**src/rtl/ppu_mon_pkg.sv**
```systemverilog
package ppu_mon_pkg;

    localparam int NUM_MODES = 4;
    localparam int MODE_W    = 2;

    typedef enum logic [MODE_W-1:0] {
        MODE_HBLANK = 2'd0,
        MODE_VBLANK = 2'd1,
        MODE_SEARCH = 2'd2,
        MODE_XFER   = 2'd3
    } ppu_mode_e;

endpackage

```
**src/rtl/ppu_mon_counters.sv**
```systemverilog
module ppu_mon_counters
    import ppu_mon_pkg::*;
#(
    parameter int CNT_W = 32
) (
    input  logic                                 clk_i,
    input  logic                                 rst_ni,
    input  logic                                 clear_i,
    input  logic [MODE_W-1:0]                    mode_i,
    output logic [NUM_MODES-1:0][CNT_W-1:0]      entry_cnt_o,
    output logic [NUM_MODES-1:0][CNT_W-1:0]      cycle_cnt_o
);

    typedef struct packed {
        logic                               valid;
        ppu_mode_e                          prev;
        logic [NUM_MODES-1:0][CNT_W-1:0]    entry;
        logic [NUM_MODES-1:0][CNT_W-1:0]    cyc;
    } cnt_state_t;

    cnt_state_t state_d, state_q;

    // one-hot decode of the observed mode
    logic [NUM_MODES-1:0] hit;
    logic                 changed;

    for (genvar g = 0; g < NUM_MODES; g++) begin : g_hit
        assign hit[g] = (mode_i == MODE_W'(g));
    end

    assign changed = state_q.valid && (state_q.prev != ppu_mode_e'(mode_i));

    always_comb begin
        state_d = state_q;
        if (clear_i) begin
            state_d = '0;
        end else begin
            state_d.valid = 1'b1;
            state_d.prev  = ppu_mode_e'(mode_i);
            for (int m = 0; m < NUM_MODES; m++) begin
                if (hit[m]) begin
                    state_d.cyc[m] = state_q.cyc[m] + CNT_W'(1);
                    if (changed) begin
                        state_d.entry[m] = state_q.entry[m] + CNT_W'(1);
                    end
                end
            end
        end
    end

    always_ff @(posedge clk_i or negedge rst_ni) begin
        if (!rst_ni) begin
            state_q <= '0;
        end else begin
            state_q <= state_d;
        end
    end

    assign entry_cnt_o = state_q.entry;
    assign cycle_cnt_o = state_q.cyc;

endmodule

```
**src/rtl/ppu_mon_line.sv**
```systemverilog
module ppu_mon_line
    import ppu_mon_pkg::*;
#(
    parameter int LINE_W       = 8,
    parameter int VBLANK_FIRST = 144
) (
    input  logic                clk_i,
    input  logic                rst_ni,
    input  logic                clear_i,
    input  logic [MODE_W-1:0]   mode_i,
    input  logic [LINE_W-1:0]   line_i,
    output logic [LINE_W-1:0]   line_min_o,
    output logic [LINE_W-1:0]   line_max_o,
    output logic                range_err_o
);

    typedef struct packed {
        logic [LINE_W-1:0] lo;
        logic [LINE_W-1:0] hi;
        logic              err;
    } line_state_t;

    localparam line_state_t LINE_INIT = '{lo: '1, hi: '0, err: 1'b0};

    line_state_t state_d, state_q;
    logic        in_blank_lines;
    logic        bad_combo;

    assign in_blank_lines = (line_i >= LINE_W'(VBLANK_FIRST));
    assign bad_combo      = in_blank_lines && (ppu_mode_e'(mode_i) != MODE_VBLANK);

    always_comb begin
        state_d = state_q;
        if (clear_i) begin
            state_d = LINE_INIT;
        end else begin
            if (line_i < state_q.lo) state_d.lo = line_i;
            if (line_i > state_q.hi) state_d.hi = line_i;
            state_d.err = state_q.err | bad_combo;
        end
    end

    always_ff @(posedge clk_i or negedge rst_ni) begin
        if (!rst_ni) begin
            state_q <= LINE_INIT;
        end else begin
            state_q <= state_d;
        end
    end

    assign line_min_o  = state_q.lo;
    assign line_max_o  = state_q.hi;
    assign range_err_o = state_q.err;

endmodule

```
**src/rtl/ppu_mon_stall.sv**
```systemverilog
module ppu_mon_stall
    import ppu_mon_pkg::*;
#(
    parameter int CNT_W     = 32,
    parameter int LINE_DOTS = 456
) (
    input  logic               clk_i,
    input  logic               rst_ni,
    input  logic               clear_i,
    input  logic               frame_start_i,
    input  logic [MODE_W-1:0]  mode_i,
    output logic [CNT_W-1:0]   stuck_frames_o,
    output logic               stuck_flag_o
);

    localparam int RUN_W = $clog2(LINE_DOTS + 1);
    localparam logic [RUN_W-1:0] RUN_LIMIT = RUN_W'(LINE_DOTS);

    typedef struct packed {
        logic [RUN_W-1:0] run;
        logic             flag;
        logic [CNT_W-1:0] frames;
    } stall_state_t;

    stall_state_t state_d, state_q;
    logic         in_xfer;
    logic         over_line;
    logic         flag_armed;

    assign in_xfer    = (ppu_mode_e'(mode_i) == MODE_XFER);
    // run holds the mode-3 cycles already seen; this cycle is run+1
    assign over_line  = in_xfer && (state_q.run >= RUN_LIMIT);
    // frame start re-arms the detector before this cycle is judged
    assign flag_armed = frame_start_i ? 1'b0 : state_q.flag;

    always_comb begin
        state_d = state_q;
        if (clear_i) begin
            state_d = '0;
        end else begin
            if (!in_xfer) begin
                state_d.run = '0;
            end else if (state_q.run != RUN_LIMIT) begin
                state_d.run = state_q.run + RUN_W'(1);
            end
            state_d.flag = flag_armed;
            if (over_line && !flag_armed) begin
                state_d.flag   = 1'b1;
                state_d.frames = state_q.frames + CNT_W'(1);
            end
        end
    end

    always_ff @(posedge clk_i or negedge rst_ni) begin
        if (!rst_ni) begin
            state_q <= '0;
        end else begin
            state_q <= state_d;
        end
    end

    assign stuck_frames_o = state_q.frames;
    assign stuck_flag_o   = state_q.flag;

endmodule

```
**src/rtl/ppu_mon_ratio.sv**
```systemverilog
module ppu_mon_ratio
    import ppu_mon_pkg::*;
#(
    parameter int CNT_W     = 32,
    parameter int RATIO_NUM = 3,
    parameter int RATIO_DEN = 5,
    parameter int WATCH     = 3
) (
    input  logic [NUM_MODES-1:0][CNT_W-1:0] cycle_cnt_i,
    output logic                            dominant_o
);

    localparam int SUM_W  = CNT_W + $clog2(NUM_MODES);
    localparam int MAX_K  = (RATIO_NUM > RATIO_DEN) ? RATIO_NUM : RATIO_DEN;
    localparam int MULT_W = $clog2(MAX_K + 1);
    localparam int PROD_W = SUM_W + MULT_W;

    logic [SUM_W-1:0]  total;
    logic [PROD_W-1:0] lhs;
    logic [PROD_W-1:0] rhs;

    always_comb begin
        total = '0;
        for (int m = 0; m < NUM_MODES; m++) begin
            total = total + SUM_W'(cycle_cnt_i[m]);
        end
    end

    // part / total > NUM / DEN  <=>  part * DEN > total * NUM
    assign lhs        = PROD_W'(cycle_cnt_i[WATCH]) * PROD_W'(RATIO_DEN);
    assign rhs        = PROD_W'(total) * PROD_W'(RATIO_NUM);
    assign dominant_o = (lhs > rhs);

endmodule

```
**src/rtl/ppu_mode_monitor.sv**
```systemverilog
module ppu_mode_monitor
    import ppu_mon_pkg::*;
#(
    parameter int CNT_W        = 32,
    parameter int LINE_W       = 8,
    parameter int LINE_DOTS    = 456,
    parameter int VBLANK_FIRST = 144,
    parameter int RATIO_NUM    = 3,
    parameter int RATIO_DEN    = 5
) (
    input  logic                              clk_i,
    input  logic                              rst_ni,
    input  logic                              clear_i,
    input  logic                              frame_start_i,
    input  logic [1:0]                        mode_i,
    input  logic [LINE_W-1:0]                 line_i,
    output logic [3:0][CNT_W-1:0]             entry_cnt_o,
    output logic [3:0][CNT_W-1:0]             cycle_cnt_o,
    output logic [LINE_W-1:0]                 line_min_o,
    output logic [LINE_W-1:0]                 line_max_o,
    output logic [CNT_W-1:0]                  stuck_frames_o,
    output logic                              stuck_flag_o,
    output logic                              dominant_o,
    output logic                              range_err_o
);

    ppu_mon_counters #(
        .CNT_W (CNT_W)
    ) u_counters (
        .clk_i       (clk_i),
        .rst_ni      (rst_ni),
        .clear_i     (clear_i),
        .mode_i      (mode_i),
        .entry_cnt_o (entry_cnt_o),
        .cycle_cnt_o (cycle_cnt_o)
    );

    ppu_mon_line #(
        .LINE_W       (LINE_W),
        .VBLANK_FIRST (VBLANK_FIRST)
    ) u_line (
        .clk_i       (clk_i),
        .rst_ni      (rst_ni),
        .clear_i     (clear_i),
        .mode_i      (mode_i),
        .line_i      (line_i),
        .line_min_o  (line_min_o),
        .line_max_o  (line_max_o),
        .range_err_o (range_err_o)
    );

    ppu_mon_stall #(
        .CNT_W     (CNT_W),
        .LINE_DOTS (LINE_DOTS)
    ) u_stall (
        .clk_i          (clk_i),
        .rst_ni         (rst_ni),
        .clear_i        (clear_i),
        .frame_start_i  (frame_start_i),
        .mode_i         (mode_i),
        .stuck_frames_o (stuck_frames_o),
        .stuck_flag_o   (stuck_flag_o)
    );

    ppu_mon_ratio #(
        .CNT_W     (CNT_W),
        .RATIO_NUM (RATIO_NUM),
        .RATIO_DEN (RATIO_DEN),
        .WATCH     (int'(MODE_XFER))
    ) u_ratio (
        .cycle_cnt_i (cycle_cnt_o),
        .dominant_o  (dominant_o)
    );

endmodule

```
**config.mk**
```make
export PLATFORM = sky130hd
export DESIGN_NAME = ppu_mode_monitor
export DESIGN_NICKNAME = d
export VERILOG_FILES = /design/src/rtl/ppu_mon_pkg.sv /design/src/rtl/ppu_mon_counters.sv /design/src/rtl/ppu_mon_line.sv /design/src/rtl/ppu_mon_stall.sv /design/src/rtl/ppu_mon_ratio.sv /design/src/rtl/ppu_mode_monitor.sv
export SDC_FILE = /design/constraint.sdc
export NUM_CORES = 1
export LEC_CHECK = 0
export ABC_AREA = 1
export BUFFER_PORTS_ARGS = -buffer_cell sky130_fd_sc_hd__buf_2
export CORE_MARGIN = 3
export CORE_UTILIZATION = 35
export DETAILED_ROUTE_END_ITERATION = 7
export PLACE_DENSITY = 0.55
export SLEW_MARGIN = 10
export SYNTH_ARGS = -nofsm -noshare
export SYNTH_HDL_FRONTEND = slang
export SYNTH_SLANG_ARGS = --single-unit
```
**constraint.sdc**
```tcl
create_clock -name clk_i -period 24.7 [get_ports clk_i]
set_input_delay 3.705 -clock clk_i [delete_from_list [all_inputs] [get_ports clk_i]]
set_output_delay 3.705 -clock clk_i [all_outputs]
set_load 0.05 [all_outputs]
```
==> results of run 1 <==
## worst max-delay path, delay by kind of cell, from the launching register on
family | cells | cell delay [ns]
XOR/XNOR | 2 | 0.41
flip-flops | 1 | 0.40
adder cells (fa/ha/maj) | 6 | 2.18
AO/OA/AOI/OAI | 11 | 2.70
AND/OR/NAND/NOR | 16 | 1.72
buffers and inverters | 9 | 0.83
## through the flow
stage / area (µm²) / hold slack, ns / utilization / worst slack (ns) / power [mW]
after floorplan: 29300 / 0.4561 / - / 14.15 / 0.6572
after global placement: 29960 / 0.4787 / 0.3631 / 13.04 / 0.7124
after detailed placement: 29960 / 0.4878 / 0.3631 / 12.92 / 0.7130
after CTS: 31360 / 0.4949 / 0.3800 / 12.28 / 1.363
after global routing: 31360 / 0.5292 / 0.3801 / 11.27 / 1.400
final: 31360 / 0.4896 / 0.3801 / 12.18 / 1.340
## sequential cells by signal, summed over array words and instances, names as in the netlist
signal,count
u_stall.state_q,9
u_line.line_max_o,8
u_counters.cycle_cnt_o,128
u_stall.stuck_flag_o,1
u_line.range_err_o,1
u_counters.state_q,3
u_line.line_min_o,8
u_stall.stuck_frames_o,32
u_counters.entry_cnt_o,128
## logic make-up (layout without fill, tap and decap cells)
| family | after synthesis | in the layout | share of synthesized area |
|---|---|---|---|
| compound gates | 709 | 709 | 0.1373 |
| xor+xnor | 182 | 182 | 0.05440 |
| fa+ha+maj | 256 | 256 | 0.1185 |
| buf+inv | 911 | 975 | 0.1539 |
| flops | 318 | 318 | 0.2719 |
| other cells | 0 | 3 | 0 |
| simple gates | 1695 | 1695 | 0.2639 |
## synthesized netlist by cell type, types with 8 or more instances
master	n
nand2_1	796
inv_1	562
dfrtp_1	310
nor2_1	305
a21oi_1	290
buf_4	288
o21ai_0	223
ha_1	220
nor3_1	181
nand3_1	125
xor2_1	115
nand4_1	101
nor4_1	74
o31ai_1	70
xnor2_1	67
clkbuf_1	48
fa_1	36
a31oi_1	32
nor2_2	23
nor3_2	21
o21a_1	20
a211oi_1	15
nor3b_1	13
nand3b_1	12
nand2_2	11
a21o_1	9
a21boi_0	8
dfstp_2	8
## metal layers
layer  up-vias  global-route usage
met5         -                   0
met4         0             0.06649
met3       134             0.04094
met2       622              0.3582
met1     12538              0.2936
li1      13403                   -
## path summary, 6_finish.rpt
path,cells past startpoint,slack (ns),endpoint
setup / recovery,44,12.18,dominant_o
hold / removal,1,0.49,u_stall.state_q[33]
setup reg to reg,19,21.33,u_counters.cycle_cnt_o[118]
hold reg to reg,1,0.49,u_stall.state_q[33]
max in group asynchronous,3,19.34,u_counters.cycle_cnt_o[37]
min in group asynchronous,1,3.14,u_counters.entry_cnt_o[74]
## final cells by class
type | instances | area (µm²) | share of cell area
Sequential cell | 318 | 7968 | 0.2540
Timing Repair Buffer | 328 | 1674 | 0.05338
Antenna cell | 3 | 7.507 | 0.0002394
Inverter | 572 | 2153 | 0.06866
Multi-Input combinational cell | 2842 | 16820 | 0.5364
Clock inverter | 17 | 206.4 | 0.006583
Clock buffer | 58 | 1192 | 0.03802
Tap cell | 1070 | 1339 | 0.04269
## power by group through the flow
stage          Combinational, mW  Sequential [mW]  Clock, mW
2_1_floorplan             0.0944            0.563          0
3_3_place_gp               0.160            0.552          0
3_5_place_dp               0.161            0.552          0
4_1_cts                    0.162            0.543      0.659
5_1_grt                    0.177            0.544      0.679
6_report                   0.159            0.543      0.638
==> impl_metrics.toml, run 1 <==
[timing]
timing.final.hold_violations = 0
worstMarginPinSlew_ns = 0.9967
slew_violations = 0
fin_skew_ns = 0.03126
period_minus_slack_ns = 12.52
fmax_mhz = 79.86
rsz0062_at_grt = "false"
finalSetupTns_ns = 0
setup_viol = 0
relSlewSlack = 0.3355
post-route-period-util = 0.5070

[routing]
drc = 0
wl_met3_um = 5455
drt-initial-drc-count = 1714
wl_per_cell_um = 18.59
dr.max_layer_used = "met4"
drt-pass1-iter-count = 5
drt-vias-per-instance = 5.126
antenna_left = 0
met2_wirelength_um = 44280
met1Wirelength_um = 44060
vias = 26697
wl_um = 96810

[yosys]
netlist.area_leader.share = 0.2648
syn_avg_cell_area_um2 = 7.197
synth_edf_count = 0
postSynth.asyncResetShare = 1.000
synth_area_leaders = "dfrtp_1 26%, nand2_1 10%, ha_1 9.4%, buf_4 7.4%, inv_1 7.2%"
syn_inst = 4071
synth_top_area_cell = "dfrtp_1"
netlist_area_um2 = 29300
ys.flop_type = "dfrtp_1"
ys_types = 64
ys_seq_area_frac = 0.2719
ys_ff_latch = 318
ys_warn_count = 0
synth_nets = 4341

[layout]
layout-drive-gt1-share = 0.1202
fin_cells = 5208
fin_nets = 4374
final_cell_mix = "796 x nand2_1, 562 x inv_1, 318 x buf_2"
area_growth_pct = 7.037
mostFrequentLayoutCell = "nand2_1"
fill_cells = 8844

[critical_path]
arrival_ns = 8.82
critPathMaxFanout = 7
cp_slowest_cell = "o21ai_0"
end_kind = "primary output"
crit_start = "u_counters.cycle_cnt_o[0]"
cp_common_cell = "nand2_1"
startpoint_type = "flip-flop"
required_ns = 21.00
max_stage_delay_ns = 0.50
criticalPathCategory = "reg -> out"
r2r-start = "u_counters.cycle_cnt_o[96]"

[power]
static-leakage-power_nw = 14.84
powerDensity_nw_per_um2 = 42.73
pwr-share-seq = 0.405
clockPowerShare = 0.476
intPower_mw = 0.9487
pwr-share-comb = 0.119
switching_power_mw = 0.3914
power.share.switching = 0.2921
ir_drop_mv = 0.03790

[job]
maxCapViolCount = 0

[clock_tree]
clkSinkCount = 318
postCtsSetupBuffers = 0
ctsLongestPathBuffers = 3
cts_resized = 0
cts_tree = "built"
numCtsBuffers = 42
hold_buffers = 0
clk_latency_ns = 0.58
cts.clk_slew.worst_paths_ns = 0.06
cts_max_level = 2
cts_root_buffer = "clkbuf_16"

[hold_path]
min-delay-start = "u_stall.state_q[33]"
hp-class = "reg -> reg"

[die]
start_util = 0.3551
die_area_um2 = 87220
die_h_um = 295.3
io_pins = 321
core_um2 = 82500
die_w_um = 295.3
row_count = 105

[run_status]
outcome = "finished, final reports clean"

[placement]
dp.cells = 5130
dp_hpwl_um = 77600
place_congestion = 0.9271
io_buffers = 320

[grt]
track_usage = 0.2189
overflow = 0
grt_max_degree = 107
grt_antenna_before_repair = 3
grt_pass1_vias = 25860
grt_pass1_wl_um = 150700
(Power assumes the default switching activity.)
==> inputs of run 2 (changes only) <==
--- a/config.mk
+++ b/config.mk
@@ -10,7 +10,7 @@
 export CORE_MARGIN = 3
 export CORE_UTILIZATION = 35
 export DETAILED_ROUTE_END_ITERATION = 7
-export PLACE_DENSITY = 0.55
+export PLACE_DENSITY = 0.57
 export SLEW_MARGIN = 10
 export SYNTH_ARGS = -nofsm -noshare
 export SYNTH_HDL_FRONTEND = slang
==> constraint.sdc (replaced) <==
create_clock -name clk_i -period 10.7 [get_ports clk_i]
set_input_delay 1.605 -clock clk_i [delete_from_list [all_inputs] [get_ports clk_i]]
set_output_delay 1.605 -clock clk_i [all_outputs]
set_load 0.05 [all_outputs]
==> run 2 against run 1 <==
Sequential share of layout area is 0.10 points lower. Largest cell class unchanged. Critical endpoint unchanged. Wire length fell by 1.8%. Clock power grew 140%. Non-clock buffer count unchanged. Core utilization rose by 0.15 points. Setup slack worse by 11 ns.
==> impl_metrics.toml, run 2 (synthesis results as in run 1) <==
[clock_tree]
numCtsBuffers = 43
clkSinkCount = 318
cts_root_buffer = "clkbuf_16"
ctsLongestPathBuffers = 3
postCtsSetupBuffers = 0
cts_max_level = 2
cts.clk_slew.worst_paths_ns = 0.06
cts_tree = "built"
clk_latency_ns = 0.58

[critical_path]
max_stage_delay_ns = 0.50
required_ns = 9.10
r2r-start = "u_counters.cycle_cnt_o[96]"
arrival_ns = 8.30
reg2reg_depth = 19
end_kind = "primary output"
critPathBufInv = 8
crit_family = "compound AO/OA/AOI/OAI gates"
r2r_end = "u_counters.cycle_cnt_o[118]"
criticalPathCategory = "reg -> out"
cp_common_cell = "nand2_1"
startpoint_type = "flip-flop"
cp_slowest_cell = "fa_1"
critPathMaxFanout = 7
regToRegSetupSlack_ns = 7.44

[grt]
grt_pass1_wl_um = 147400
grt_max_degree = 137
grt_antenna_before_repair = 3
overflow = 0
grt_pass1_vias = 25493
track_usage = 0.2137

[timing]
period_minus_slack_ns = 9.903
worstMarginPinSlew_ns = 0.9916
finalSetupTns_ns = 0
fmax_mhz = 101.0
rsz0062_at_grt = "false"
setup_viol = 0
timing.final.hold_violations = 0
post-route-period-util = 0.9255
hold_slack_ns = 0.4960
relSlewSlack = 0.3389
fin_skew_ns = 0.01870
slew_violations = 0

[hold_path]
hold-path-endpoint = "u_line.line_min_o[0]"
min-delay-start = "u_line.line_min_o[0]"
holdPathStages = 2
hp-class = "reg -> reg"

[layout]
fin_cells = 5208
area_growth_pct = 7.473
mostFrequentLayoutCell = "nand2_1"
layout-drive-gt1-share = 0.1211
fin_area_um2 = 31490
fin_nets = 4375
final_cell_mix = "796 x nand2_1, 562 x inv_1, 318 x buf_2"

[routing]
drt-vias-per-instance = 5.106
vias = 26592
antenna_left = 0
wl_um = 95080
drt-pass1-iter-count = 6
drt-initial-drc-count = 1662
wl_per_cell_um = 18.26
drc = 0

[die]
core_um2 = 82500
row_count = 105
io_pins = 321
die_w_um = 295.3
die_h_um = 295.3
die_area_um2 = 87220
start_util = 0.3551

[power]
static-leakage-power_nw = 14.89
powerDensity_nw_per_um2 = 100.2
ir_drop_mv = 0.1060

[placement]
place_congestion = 0.9128
io_buffers = 320
dp.cells = 5130
postPlaceCellArea_um2 = 29970
dp_hpwl_um = 76560

[run_status]
outcome = "finished, final reports clean"

[job]
maxCapViolCount = 0
==> run 2: cell types whose count changed in the layout (fill, tap and decap cells not counted), moves of 2 or more <==
cell       previous run  this run
a2111oi_1             0         2
a2111oi_0             4         2
clkbuf_1              9         7
o21ai_0             222       220
clkbuf_8              6        15
clkinv_2             11         3
==> run 2: worst max-delay path by stage <==
stage	start	to	depth (start not counted)
finish	u_counters.cycle_cnt_o[4]	dominant_o	42
global route	u_counters.cycle_cnt_o[0]	dominant_o	44
CTS	u_counters.cycle_cnt_o[0]	dominant_o	44
detailed placement	u_counters.cycle_cnt_o[0]	dominant_o	44
global placement	u_counters.cycle_cnt_o[0]	dominant_o	44
floorplan	u_counters.cycle_cnt_o[0]	dominant_o	43
==> run 2: layout make-up <==
type,count,area (µm²)
inverters,572,2153
diodes,2,5.005
flip-flops and latches,318,7968
multi-input cells,2842,16830
fillers,8824,51010
repair buffers,328,1687
clock inverters,11,201.4
clock buffers,65,1309
well taps,1070,1339
==> run 2: where the power goes <==
part           total, mW  switching [mW]  internal [mW]
sequential          1.25          0.0252           1.23
combinational      0.369           0.282         0.0861
clock               1.53           0.591          0.942
==> run 2: per-stage QoR <==
| step | power, mW | util | setup WS [ns] |
|---|---|---|---|
| after global routing | 3.288 | 0.3816 | 0.04257 |
| final | 3.155 | 0.3817 | 0.7969 |
| after global placement | 1.642 | 0.3632 | 1.164 |
| after floorplan | 1.517 | - | 2.250 |
| after CTS | 3.205 | 0.3815 | 0.3504 |
| after detailed placement | 1.646 | 0.3632 | 1.017 |
==> run 2: per-layer routing <==
layer,up-vias,share of wire,track usage
li1,13411,-,-
met1,12447,0.46,0.2883
met2,631,0.47,0.3573
met3,101,0.056,0.03681
met4,2,0.022,0.04990
met5,-,0.00021,0
==> run 2: tightest hold or removal path: cells and delay by family, from the launching register on <==
family,cells,cell delay [ns]
buf+inv,1,0.04
flops,1,0.37
compound gates,1,0.08
==> run 2: what timing repair did <==
item,CTS,global route
resized for setup,0,7
setup endpoints to repair,0,1
hold buffers,0,0
